--- src/rtl/adc_scan_pkg.sv ---
package adc_scan_pkg;

  typedef enum logic [1:0] {
    S_IDLE = 2'd0,
    S_REQ  = 2'd1,
    S_WAIT = 2'd2
  } seq_state_e;

  localparam int unsigned PRESCAL_W = 8;

endpackage

--- src/rtl/adc_clk_div.sv ---
module adc_clk_div #(
  parameter int PW = adc_scan_pkg::PRESCAL_W
) (
  input  logic          clk,
  input  logic          rst_n,
  input  logic          soft_rst,
  input  logic [PW-1:0] prescal,
  output logic          tick
);
  localparam int CNT_W = PW + 1;

  logic [CNT_W-1:0] cnt_q;
  logic [CNT_W-1:0] limit;

  // Terminal count 2*(P+1)-1, so one tick every 2*(P+1) cycles.
  assign limit = {prescal, 1'b1};
  assign tick  = (cnt_q >= limit);

  always_ff @(posedge clk or negedge rst_n) begin
    if (!rst_n) begin
      cnt_q <= '0;
    end else if (soft_rst || tick) begin
      cnt_q <= '0;
    end else begin
      cnt_q <= cnt_q + 1'b1;
    end
  end

  // the shortest legal period is two cycles
  p_tick_gap_r1: assert property (@(posedge clk) disable iff (!rst_n || soft_rst)
    tick |=> !tick);

endmodule

--- src/rtl/adc_chan_pick.sv ---
module adc_chan_pick #(
  parameter int NCH = 8,
  localparam int CW = $clog2(NCH)
) (
  input  logic [NCH-1:0] req,
  output logic [CW-1:0]  idx,
  output logic           any
);
  // Lowest set bit wins: scan downward so the last hit is the lowest.
  always_comb begin
    idx = '0;
    for (int i = NCH - 1; i >= 0; i--) begin
      if (req[i]) idx = CW'(i);
    end
  end

  assign any = |req;

endmodule

--- src/rtl/adc_seq_ctrl.sv ---
module adc_seq_ctrl
  import adc_scan_pkg::*;
#(
  parameter int NCH = 8,
  localparam int CW = $clog2(NCH)
) (
  input  logic           clk,
  input  logic           rst_n,
  input  logic           soft_rst,
  input  logic           trig,
  input  logic [NCH-1:0] chan_en,
  input  logic           adc_tick,
  input  logic           conv_done,
  input  logic           ovr_clr,
  output logic           conv_start,
  output logic [CW-1:0]  conv_chan,
  output logic           busy,
  output logic           wr_en,
  output logic [CW-1:0]  wr_ch,
  output logic           overrun
);
  seq_state_e     state_q;
  logic [NCH-1:0] pend_q;
  logic [NCH-1:0] pend_nxt;
  logic [CW-1:0]  cur_q;
  logic           trig_q;
  logic           trig_rise;
  logic           ovr_q;
  logic [NCH-1:0] pick_in;
  logic [CW-1:0]  pick_idx;
  logic           pick_any;
  logic           done_ok;

  assign trig_rise = trig && !trig_q;
  assign done_ok   = (state_q == S_WAIT) && conv_done;
  assign pend_nxt  = pend_q & ~(NCH'(1) << cur_q);
  assign pick_in   = (state_q == S_IDLE) ? chan_en : pend_nxt;

  adc_chan_pick #(.NCH(NCH)) u_pick (
    .req (pick_in),
    .idx (pick_idx),
    .any (pick_any)
  );

  always_ff @(posedge clk or negedge rst_n) begin
    if (!rst_n) begin
      state_q <= S_IDLE;
      pend_q  <= '0;
      cur_q   <= '0;
      trig_q  <= 1'b0;
      ovr_q   <= 1'b0;
    end else if (soft_rst) begin
      state_q <= S_IDLE;
      pend_q  <= '0;
      cur_q   <= '0;
      trig_q  <= 1'b0;
      ovr_q   <= 1'b0;
    end else begin
      trig_q <= trig;
      if (trig_rise && state_q != S_IDLE) begin
        ovr_q <= 1'b1;
      end else if (ovr_clr) begin
        ovr_q <= 1'b0;
      end
      unique case (state_q)
        S_IDLE: begin
          if (trig_rise && pick_any) begin
            pend_q  <= chan_en;
            cur_q   <= pick_idx;
            state_q <= S_REQ;
          end
        end
        S_REQ: begin
          if (adc_tick) state_q <= S_WAIT;
        end
        S_WAIT: begin
          if (conv_done) begin
            pend_q <= pend_nxt;
            if (pick_any) begin
              cur_q   <= pick_idx;
              state_q <= S_REQ;
            end else begin
              state_q <= S_IDLE;
            end
          end
        end
        default: state_q <= S_IDLE;
      endcase
    end
  end

  assign conv_start = (state_q == S_REQ) && adc_tick;
  assign conv_chan  = cur_q;
  assign busy       = (state_q != S_IDLE);
  assign wr_en      = done_ok;
  assign wr_ch      = cur_q;
  assign overrun    = ovr_q;

  // channels advance strictly upward within a scan
  p_asc_r3: assert property (@(posedge clk) disable iff (!rst_n || soft_rst)
    (done_ok && pick_any) |=> (cur_q > $past(cur_q)));

  // a start only targets a channel still pending in the snapshot
  p_start_pend_r3: assert property (@(posedge clk) disable iff (!rst_n || soft_rst)
    conv_start |-> pend_q[cur_q]);

  // start is a single-cycle pulse
  p_single_start_r3: assert property (@(posedge clk) disable iff (!rst_n || soft_rst)
    conv_start |=> !conv_start);

  // a retrigger during a scan is recorded
  p_ovr_set_r8: assert property (@(posedge clk) disable iff (!rst_n || soft_rst)
    (trig_rise && busy) |=> overrun);

  // a retrigger does not abort the scan
  p_ovr_keep_r8: assert property (@(posedge clk) disable iff (!rst_n || soft_rst)
    (trig_rise && busy && !done_ok) |=> busy);

endmodule

--- src/rtl/adc_result_bank.sv ---
module adc_result_bank #(
  parameter int NCH = 8,
  parameter int RW  = 12,
  parameter int DW  = 16,
  localparam int CW = $clog2(NCH),
  localparam int NSLOT = 1 << CW
) (
  input  logic           clk,
  input  logic           rst_n,
  input  logic           soft_rst,
  input  logic           wr_en,
  input  logic [CW-1:0]  wr_ch,
  input  logic [RW-1:0]  wr_data,
  input  logic           rd_en,
  input  logic [CW-1:0]  rd_ch,
  input  logic [NCH-1:0] ie,
  output logic [DW-1:0]  rd_data,
  output logic [NCH-1:0] eoc,
  output logic           irq
);
  logic [RW-1:0]  data_q [NSLOT];
  logic [NCH-1:0] eoc_q;

  always_ff @(posedge clk or negedge rst_n) begin
    if (!rst_n) begin
      for (int i = 0; i < NSLOT; i++) data_q[i] <= '0;
    end else if (soft_rst) begin
      for (int i = 0; i < NSLOT; i++) data_q[i] <= '0;
    end else if (wr_en) begin
      for (int i = 0; i < NSLOT; i++) begin
        if (i < NCH && wr_ch == CW'(i)) data_q[i] <= wr_data;
      end
    end
  end

  generate
    for (genvar g = 0; g < NCH; g++) begin : g_flag
      always_ff @(posedge clk or negedge rst_n) begin
        if (!rst_n) begin
          eoc_q[g] <= 1'b0;
        end else if (soft_rst) begin
          eoc_q[g] <= 1'b0;
        end else if (wr_en && wr_ch == CW'(g)) begin
          eoc_q[g] <= 1'b1;
        end else if (rd_en && rd_ch == CW'(g)) begin
          eoc_q[g] <= 1'b0;
        end
      end
    end
  endgenerate

  assign rd_data = DW'(data_q[rd_ch]);
  assign eoc     = eoc_q;
  assign irq     = |(eoc_q & ie);

  // a stored result always raises its flag, even under a same-edge read
  p_eoc_set_r6: assert property (@(posedge clk) disable iff (!rst_n || soft_rst)
    wr_en |=> eoc_q[$past(wr_ch)]);

  // a read with no competing write clears the flag
  p_eoc_clr_r6: assert property (@(posedge clk) disable iff (!rst_n || soft_rst)
    (rd_en && !(wr_en && wr_ch == rd_ch)) |=> !eoc_q[$past(rd_ch)]);

  // the stored value is what the converter delivered
  p_store_r5: assert property (@(posedge clk) disable iff (!rst_n || soft_rst)
    wr_en |=> (data_q[$past(wr_ch)] == $past(wr_data)));

endmodule

--- src/rtl/adc_scan_seq.sv ---
module adc_scan_seq #(
  parameter int NCH    = 8,
  parameter int RES_W  = 12,
  parameter int DATA_W = 16,
  parameter int PS_W   = adc_scan_pkg::PRESCAL_W
) (
  input  logic                   clk,
  input  logic                   rst_n,
  input  logic                   soft_rst,
  input  logic                   trig,
  input  logic [NCH-1:0]         chan_en,
  input  logic [NCH-1:0]         ie_mask,
  input  logic [PS_W-1:0]        prescal,
  input  logic                   ovr_clr,
  output logic                   adc_tick,
  output logic                   conv_start,
  output logic [$clog2(NCH)-1:0] conv_chan,
  input  logic                   conv_done,
  input  logic [RES_W-1:0]       conv_result,
  input  logic                   rd_en,
  input  logic [$clog2(NCH)-1:0] rd_chan,
  output logic [DATA_W-1:0]      rd_data,
  output logic [NCH-1:0]         eoc_flags,
  output logic                   irq,
  output logic                   busy,
  output logic                   overrun
);
  localparam int CW = $clog2(NCH);

  logic          wr_en;
  logic [CW-1:0] wr_ch;

  adc_clk_div #(.PW(PS_W)) u_div (
    .clk      (clk),
    .rst_n    (rst_n),
    .soft_rst (soft_rst),
    .prescal  (prescal),
    .tick     (adc_tick)
  );

  adc_seq_ctrl #(.NCH(NCH)) u_ctrl (
    .clk        (clk),
    .rst_n      (rst_n),
    .soft_rst   (soft_rst),
    .trig       (trig),
    .chan_en    (chan_en),
    .adc_tick   (adc_tick),
    .conv_done  (conv_done),
    .ovr_clr    (ovr_clr),
    .conv_start (conv_start),
    .conv_chan  (conv_chan),
    .busy       (busy),
    .wr_en      (wr_en),
    .wr_ch      (wr_ch),
    .overrun    (overrun)
  );

  adc_result_bank #(.NCH(NCH), .RW(RES_W), .DW(DATA_W)) u_bank (
    .clk      (clk),
    .rst_n    (rst_n),
    .soft_rst (soft_rst),
    .wr_en    (wr_en),
    .wr_ch    (wr_ch),
    .wr_data  (conv_result),
    .rd_en    (rd_en),
    .rd_ch    (rd_chan),
    .ie       (ie_mask),
    .rd_data  (rd_data),
    .eoc      (eoc_flags),
    .irq      (irq)
  );

  // no interrupt without a pending flag
  p_irq_src_r7: assert property (@(posedge clk) disable iff (!rst_n)
    irq |-> (eoc_flags != '0));

  // a done pulse while idle leaves the flags alone
  p_stray_done_r11: assert property (@(posedge clk) disable iff (!rst_n || soft_rst)
    (conv_done && !busy && !rd_en) |=> $stable(eoc_flags));

endmodule

--- config.mk ---
export PLATFORM = sky130hd
export DESIGN_NAME = adc_scan_seq
export DESIGN_NICKNAME = d
export VERILOG_FILES = /design/src/rtl/adc_scan_pkg.sv /design/src/rtl/adc_clk_div.sv /design/src/rtl/adc_chan_pick.sv /design/src/rtl/adc_seq_ctrl.sv /design/src/rtl/adc_result_bank.sv /design/src/rtl/adc_scan_seq.sv
export SDC_FILE = /design/constraint.sdc
export NUM_CORES = 1
export LEC_CHECK = 0
export BUFFER_PORTS_ARGS = -buffer_cell sky130_fd_sc_hd__buf_2
export CORE_UTILIZATION = 63
export DETAILED_ROUTE_END_ITERATION = 6
export PLACE_DENSITY = 0.95
export SETUP_SLACK_MARGIN = 0.15
export SYNTH_ARGS = -nofsm -noshare
export SYNTH_HDL_FRONTEND = slang
export SYNTH_SLANG_ARGS = --single-unit
--- constraint.sdc ---
create_clock -name clk -period 2.9 [get_ports clk]
set_input_delay 0.145 -clock clk [delete_from_list [all_inputs] [get_ports clk]]
set_output_delay 0.145 -clock clk [all_outputs]
set_load 0.1 [all_outputs]
; ---- Word level (Yosys, flattened, before mapping)
; Index checks and enable logic that the tools add are counted.
[op_classes]
order_cmp = 2
eq_ne = 20
n_div = 0
reduce_logical = 59
n_addsub = 1
mux = 66
bitwise_logic = 4
shifts = 1
multipliers = 0
[ops]
columns = cell, count
row1 = $mux W96, 2
row2 = $mux W12, 10
row3 = $bmux W12 S3, 1
row4 = $mux W3, 12
row5 = $mux W8, 4
row6 = $reduce_bool A3 Y1, 10
row7 = $mux W1, 29
row8 = $eq A3 B3 Y1 const B, 8
row9 = $logic_and A1 B1 Y1, 21
row10 = $reduce_bool A2 Y1, 10
row11 = $and A8 B8 Y8, 2
row12 = $pmux W8 S2, 1
row13 = $reduce_and A2 Y1, 8
row14 = $reduce_or A8 Y1, 2
row15 = $eq A3 B2 Y1 const B, 4
row16 = $add A9 B1 Y9 const B, 1
row17 = $ge A9 B9 Y1, 1
row18 = $mux W9, 1
row19 = $mux W2, 4
row20 = $not A8 Y8, 1
row21 = $shl A1 B3 Y8 const A, 1
row22 = $eq A3 B1 Y1 const B, 2
row23 = $logic_not A3 Y1, 2
row24 = $ne A3 B2 Y1 const B, 2
row25 = other kinds (12), 14
[totals]
latch_bits = 0
ram_bits = 0
memories = 0
register_bits = 128
word_cells = 175
out_inout_bits = 32
rom_bits = 0
inputBits = 46

; ---- Longest topological paths before layout
[depth]
depth_word = 16
depth_mapped = 8
depth_no_buf = 8

; ---- Cells and area by module
; A second synthesis with hierarchy kept.
[unflattened]
cells_unflattened = 798
hier_area_um2 = 6982.9
[by_module_without_submodules]
columns = module, n_inst, seq_area_each_um2, area_each_um2, cells_each
row1 = adc_result_bank, 1, 2602.5, 5228.8, 586
row2 = adc_seq_ctrl, 1, 375.4, 1064.8, 131
row3 = adc_clk_div, 1, 225.2, 608.1, 68
row4 = adc_chan_pick, 1, 0.0, 81.3, 13

; ---- Worst setup path before layout
; No wires, ideal clock.
[synth_path]
path_kind = reg-to-reg
start = register u_div.cnt_q[5]
end = register u_ctrl.state_q[1]
required_time_ns = 2.823
setup_ns = 0.077
path_slack_ns = -0.689
arrival_ns = 3.512
synth_period_minus_slack_ns = 3.589
path_stages_with_launch = 8
n_path_buf = 0
cell_sequence = dfrtp_1 ha_1 o21ai_0 a211oi_1 a221o_1 nor2b_1 nor2_1 nor2_1
[synth_between]
elab_chain_len = 3
[synth_rtl]
columns = item, line_no
row1 = start: declaration, adc_clk_div.sv:12  ; logic [CNT_W-1:0] cnt_q;
row2 = start signal: assignment, adc_clk_div.sv:25  ; cnt_q <= cnt_q + 1'b1;
row3 = $ge A9 B9 Y1, adc_clk_div.sv:17  ; assign tick = (cnt_q >= limit);
row4 = net adc_tick, adc_scan_seq.sv:15  ; output logic adc_tick,
row5 = $ne A3 B2 Y1 (no line), --
row6 = $reduce_and A3 Y1 (no line), --
row7 = end signal: assignment, adc_seq_ctrl.sv:47  ; state_q <= S_IDLE;
row8 = end signal: assignment, adc_seq_ctrl.sv:53  ; state_q <= S_IDLE;
row9 = end signal: assignment, adc_seq_ctrl.sv:70  ; state_q <= S_REQ;
row10 = end: declaration, adc_seq_ctrl.sv:22  ; seq_state_e state_q;
; The timed path passes the listed nets, and every way through them passes these cells.
; A chain may end at the register's enable or synchronous reset.

; ---- Worst setup path after layout
[layout_path]
start = register u_div.cnt_q[4]
end = output port conv_start
[layout_between]
elab_chain_len = 2
[layout_rtl]
columns = item, line_no
row1 = $ge A9 B9 Y1, adc_clk_div.sv:17
row2 = $logic_and A1 B1 Y1, adc_seq_ctrl.sv:92  ; assign conv_start = (state_q == S_REQ) && adc_tick;
row3 = end: declaration, adc_scan_seq.sv:16  ; output logic conv_start,
; No other way between the ends.

==> run_results.csv <==
group,metric,value,unit
synthesis,sequential_fraction_of_the_synthesis_area,0.478,
pwr,share_comb_of_total_power,0.098,
clock_tree,cts.sink_count,128,
pwr,p_leak,3.50,nW
timing,period_minus_slack,2680,ps
synthesis,synth_area_leaders,"dfrtp_1, nand2_1, a21oi_1",
global_routing,grt_antenna_before_repair,0,
clock_tree,cts.htree.levels,4,
global_routing,grt_pass1_wl,31.8,mm
clock_tree,cts_max_path_buffers,2,
placement,buffer_ports.inserted,73,
die,die_h,105,um
final_layout,final_layout_size_suffix_gt1_frac,0.209,
synthesis,synthArstFlopShare,1.00,
synthesis,ys_warn_count,0,
routing,detail_route.iter0.violations,567,
min_path,timing.hold.worst.class,"in -> reg",
critical_path,r2r.worst_path.cells,7,
min_path,whs_endpoint,"u_ctrl.pend_q[4]$_DFFE_PN0P_",
placement,pre_cts_ws,748,ps
synthesis,syn-mean-instance-area,9.16,um2
critical_path,path_max_fanout,4,
die,floorplan.io_pins,78,
synthesis,ys_seq_elements,128,
routing,detail_route.drc_violations,0,
pwr,p_switching,1.21,mW
die,std_cell_rows,37,
global_routing,number_of_global_route_vias_before_repair,6443,
final_layout,layout.core_utilization,0.774,
critical_path,criticalPathCategory,"reg -> out",
critical_path,worstPathCellList,"ha_1 -> nor4_1 -> a211oi_1 -> a221o_2 -> nor2b_4 -> buf_2",
routing,detail_route.vias_per_cell,6.51,
critical_path,worstPathArrival,2530,ps
final_layout,fillCellCount,614,
timing,final-hold-violation-count,0,
routing,vias,6215,
synthesis,post_synth_instance_area,6700,um2
die,floorplan.die_area,11000,um2
routing,ant_nets,0,
run,cap_viol_max_count,0,
synthesis,synth_edf_count,0,
placement,hpwl,11.7,mm
placement,globalplace.congestion,0.881,
timing,minimum_setup_slack_in_the_final_design,221,ps
timing,max_slew.worst_pin.slew,931,ps
pwr,vdd.ir_drop.worst,0.309,mV
clock_tree,cts_tree,"yes",
die,start_util,0.649,
critical_path,critical-path-top-delay-family,"compound AO/OA/AOI/OAI gates",
routing,route.detailed.wl_per_inst,21.0,um
pwr,p_sw_frac,0.263,
synthesis,post_synth_most_frequent_cells,"nand2_1, dfrtp_1, a21oi_1, clkbuf_1, nor2_1",
outcome,outcome,"finished clean",
clock_tree,holdBufCountCts,23,
final_layout,net_count_of_the_finished_layout,860,
critical_path,worstSetupEndpointType,"primary output",
synthesis,synth_top_cell_area_share,0.478,
timing,timing.final.crit_share,0.924,
clock_tree,cts.repair_timing.setup_buffer_count,0,
pwr,pwr-share-clk,0.499,
routing,drt_first_pass_iters,7,
timing,relSlewSlack,0.379,
global_routing,total_global_routing_overflow,0,
critical_path,rr_startpoint,"u_ctrl.state_q[0]$_DFFE_PN0P_",
critical_path,timing.critical_path.slowest_stage_cell,"a221o_2",
timing,drv_slew,0,
clock_tree,clkSlewWorstSetupHoldPaths,60,ps
critical_path,critPathBufInv,1,
routing,routed_wl,20.1,mm
global_routing,largest_net_degree_at_the_start_of_global_routing,94,
synthesis,postSynthCellCount,731,
final_layout,antenna-diode-count,0,
critical_path,cpPeakStageDelay,420,ps
critical_path,r2r-end,"u_bank.data_q[50]$_DFFE_PN0P_",
timing,rsz0062_at_grt,"no",
synthesis,synth.most_common_cell,"nand2_1",
timing,setup_violations,0,
clock_tree,ctsResizeCount,0,
clock_tree,insertion_delay,520,ps
timing,max_freq,373,MHz
synthesis,synth-main-ff-cell,"dfrtp_1",
final_layout,finish.instance_area,7990,um2
pwr,seq_power_share,0.403,
clock_tree,cts_made_buffers,17,
min_path,hold_path_start,"chan_en[4]",
pwr,areal_power_density_over_the_cells,576,nW/um2
timing,fin_setup_tns,0,ps
timing,fin_hold_ws,39.5,ps
placement,placement.cell_area,7130,um2
pwr,p_int,3.39,mW
clock_tree,root_buffer_cell,"clkbuf_8",
critical_path,register_to_register_setup_slack,610,ps
die,die_width,105,um
critical_path,required,2760,ps
global_routing,groute.usage.overall,0.384,
synthesis,yosysTopAreaCell,"dfrtp_1",
die,fp.coreArea,10300,um2
timing,clock-skew-final,7.19,ps
synthesis,post_synth_num_cell_types,57,
final_layout,area_delta_synth_final,19.3,%
min_path,worst_hold_path.num_cells,3,
critical_path,critical_path.startpoint_type,"flop",
-- cells by family (layout without fill, tap and decap cells) --
| kind of cell | count (synthesis) | after routing | synth area share |
|---|---|---|---|
| other cells | 1 | 4 | 0.000560 |
| flops | 128 | 128 | 0.478 |
| compound gates | 172 | 172 | 0.149 |
| simple gates | 294 | 294 | 0.185 |
| mux | 40 | 40 | 0.108 |
| xor+xnor | 7 | 7 | 0.00916 |
| fa+ha+maj | 9 | 9 | 0.0168 |
| buf+inv | 80 | 164 | 0.0531 |
-- flip-flops by register name, summed over array words and instances, names as in the netlist --
signal            cells
u_ctrl.state_q        2
u_ctrl.pend_q         8
u_ctrl.overrun        1
u_ctrl.conv_chan      3
u_div.cnt_q           9
u_bank.eoc            8
u_bank.data_q        96
u_ctrl.trig_q         1
-- worst register-to-register path, stage by stage, from the launching register on --
cell and delay, ps:
dfrtp_1 470, and2b_1 330, and2_1 320, nand2_1 170, nor2_1 400, buf_4 290, nand2_1 80, a21oi_1 130
-- through the flow --
| stage | total power [mW] | std cells |
|---|---|---|
| floorplan | 2.17 | 734 |
| detailed placement | 2.30 | 899 |
| global route | 4.71 | 954 |
| global placement | 2.29 | 899 |
| finish | 4.60 | 954 |
| CTS | 4.59 | 954 |
-- final cells by class --
cell class / instances / area (um2) / area share
clock buffers: 18 / 428 / 0.0536
multi-input cells: 526 / 3160 / 0.396
inverters: 18 / 72.6 / 0.00908
repair buffers: 114 / 748 / 0.0936
flip-flops and latches: 128 / 3200 / 0.401
clock inverters: 14 / 204 / 0.0255
well taps: 136 / 170 / 0.0213
-- per-layer routing --
layer / share of wire / wire (um) / track usage
met5: 0 / 0 / 0
met4: 0.068 / 1360 / 0.263
met3: 0.10 / 2070 / 0.0873
met2: 0.49 / 9920 / 0.644
met1: 0.33 / 6720 / 0.440
-- worst max path at each step --
stage / start / to / slack (ps) / cells after the start
global route: u_div.cnt_q[4]$_DFF_PN0_ / conv_start / 210 / 6
floorplan: u_ctrl.conv_chan[1]$_DFFE_PN0P_ / u_ctrl.pend_q[1]$_DFFE_PN0P_ / 340 / 8
detailed placement: u_ctrl.conv_chan[0]$_DFFE_PN0P_ / u_ctrl.pend_q[5]$_DFFE_PN0P_ / 750 / 6
finish: u_div.cnt_q[4]$_DFF_PN0_ / conv_start / 220 / 6
global placement: u_ctrl.state_q[0]$_DFFE_PN0P_ / u_bank.data_q[49]$_DFFE_PN0P_ / 810 / 7
CTS: u_div.cnt_q[4]$_DFF_PN0_ / conv_start / 240 / 6
-- power groups by stage --
stage / Combinational, mW / Sequential, mW / Clock, mW
floorplan: 0.267 / 1.90 / 0
global placement: 0.405 / 1.88 / 0
detailed placement: 0.418 / 1.88 / 0
CTS: 0.445 / 1.85 / 2.29
global route: 0.488 / 1.86 / 2.37
finish: 0.452 / 1.85 / 2.30
-- placed cells by master (no fill, tap or decap), types with 4 or more instances in the layout --
cell and instances:
nor2b_1 5, o31ai_1 4, mux2_1 4, a21oi_1 114, conb_1 4, nor4_1 6, dfrtp_1 128, a211oi_1 4
buf_2 71, clkbuf_16 16, nand3_1 11, bufinv_16 4, inv_1 17, nand2_1 209, xor2_1 4, mux2_2 12
o41ai_1 4, inv_6 4, nor2_1 29, dlygate4sd3_1 23, a22oi_1 4, mux4_2 24, nand2b_1 9, a22o_1 4
o21ai_0 16, buf_4 19, ha_1 9, nor3_1 9
(Power assumes the default switching activity.)
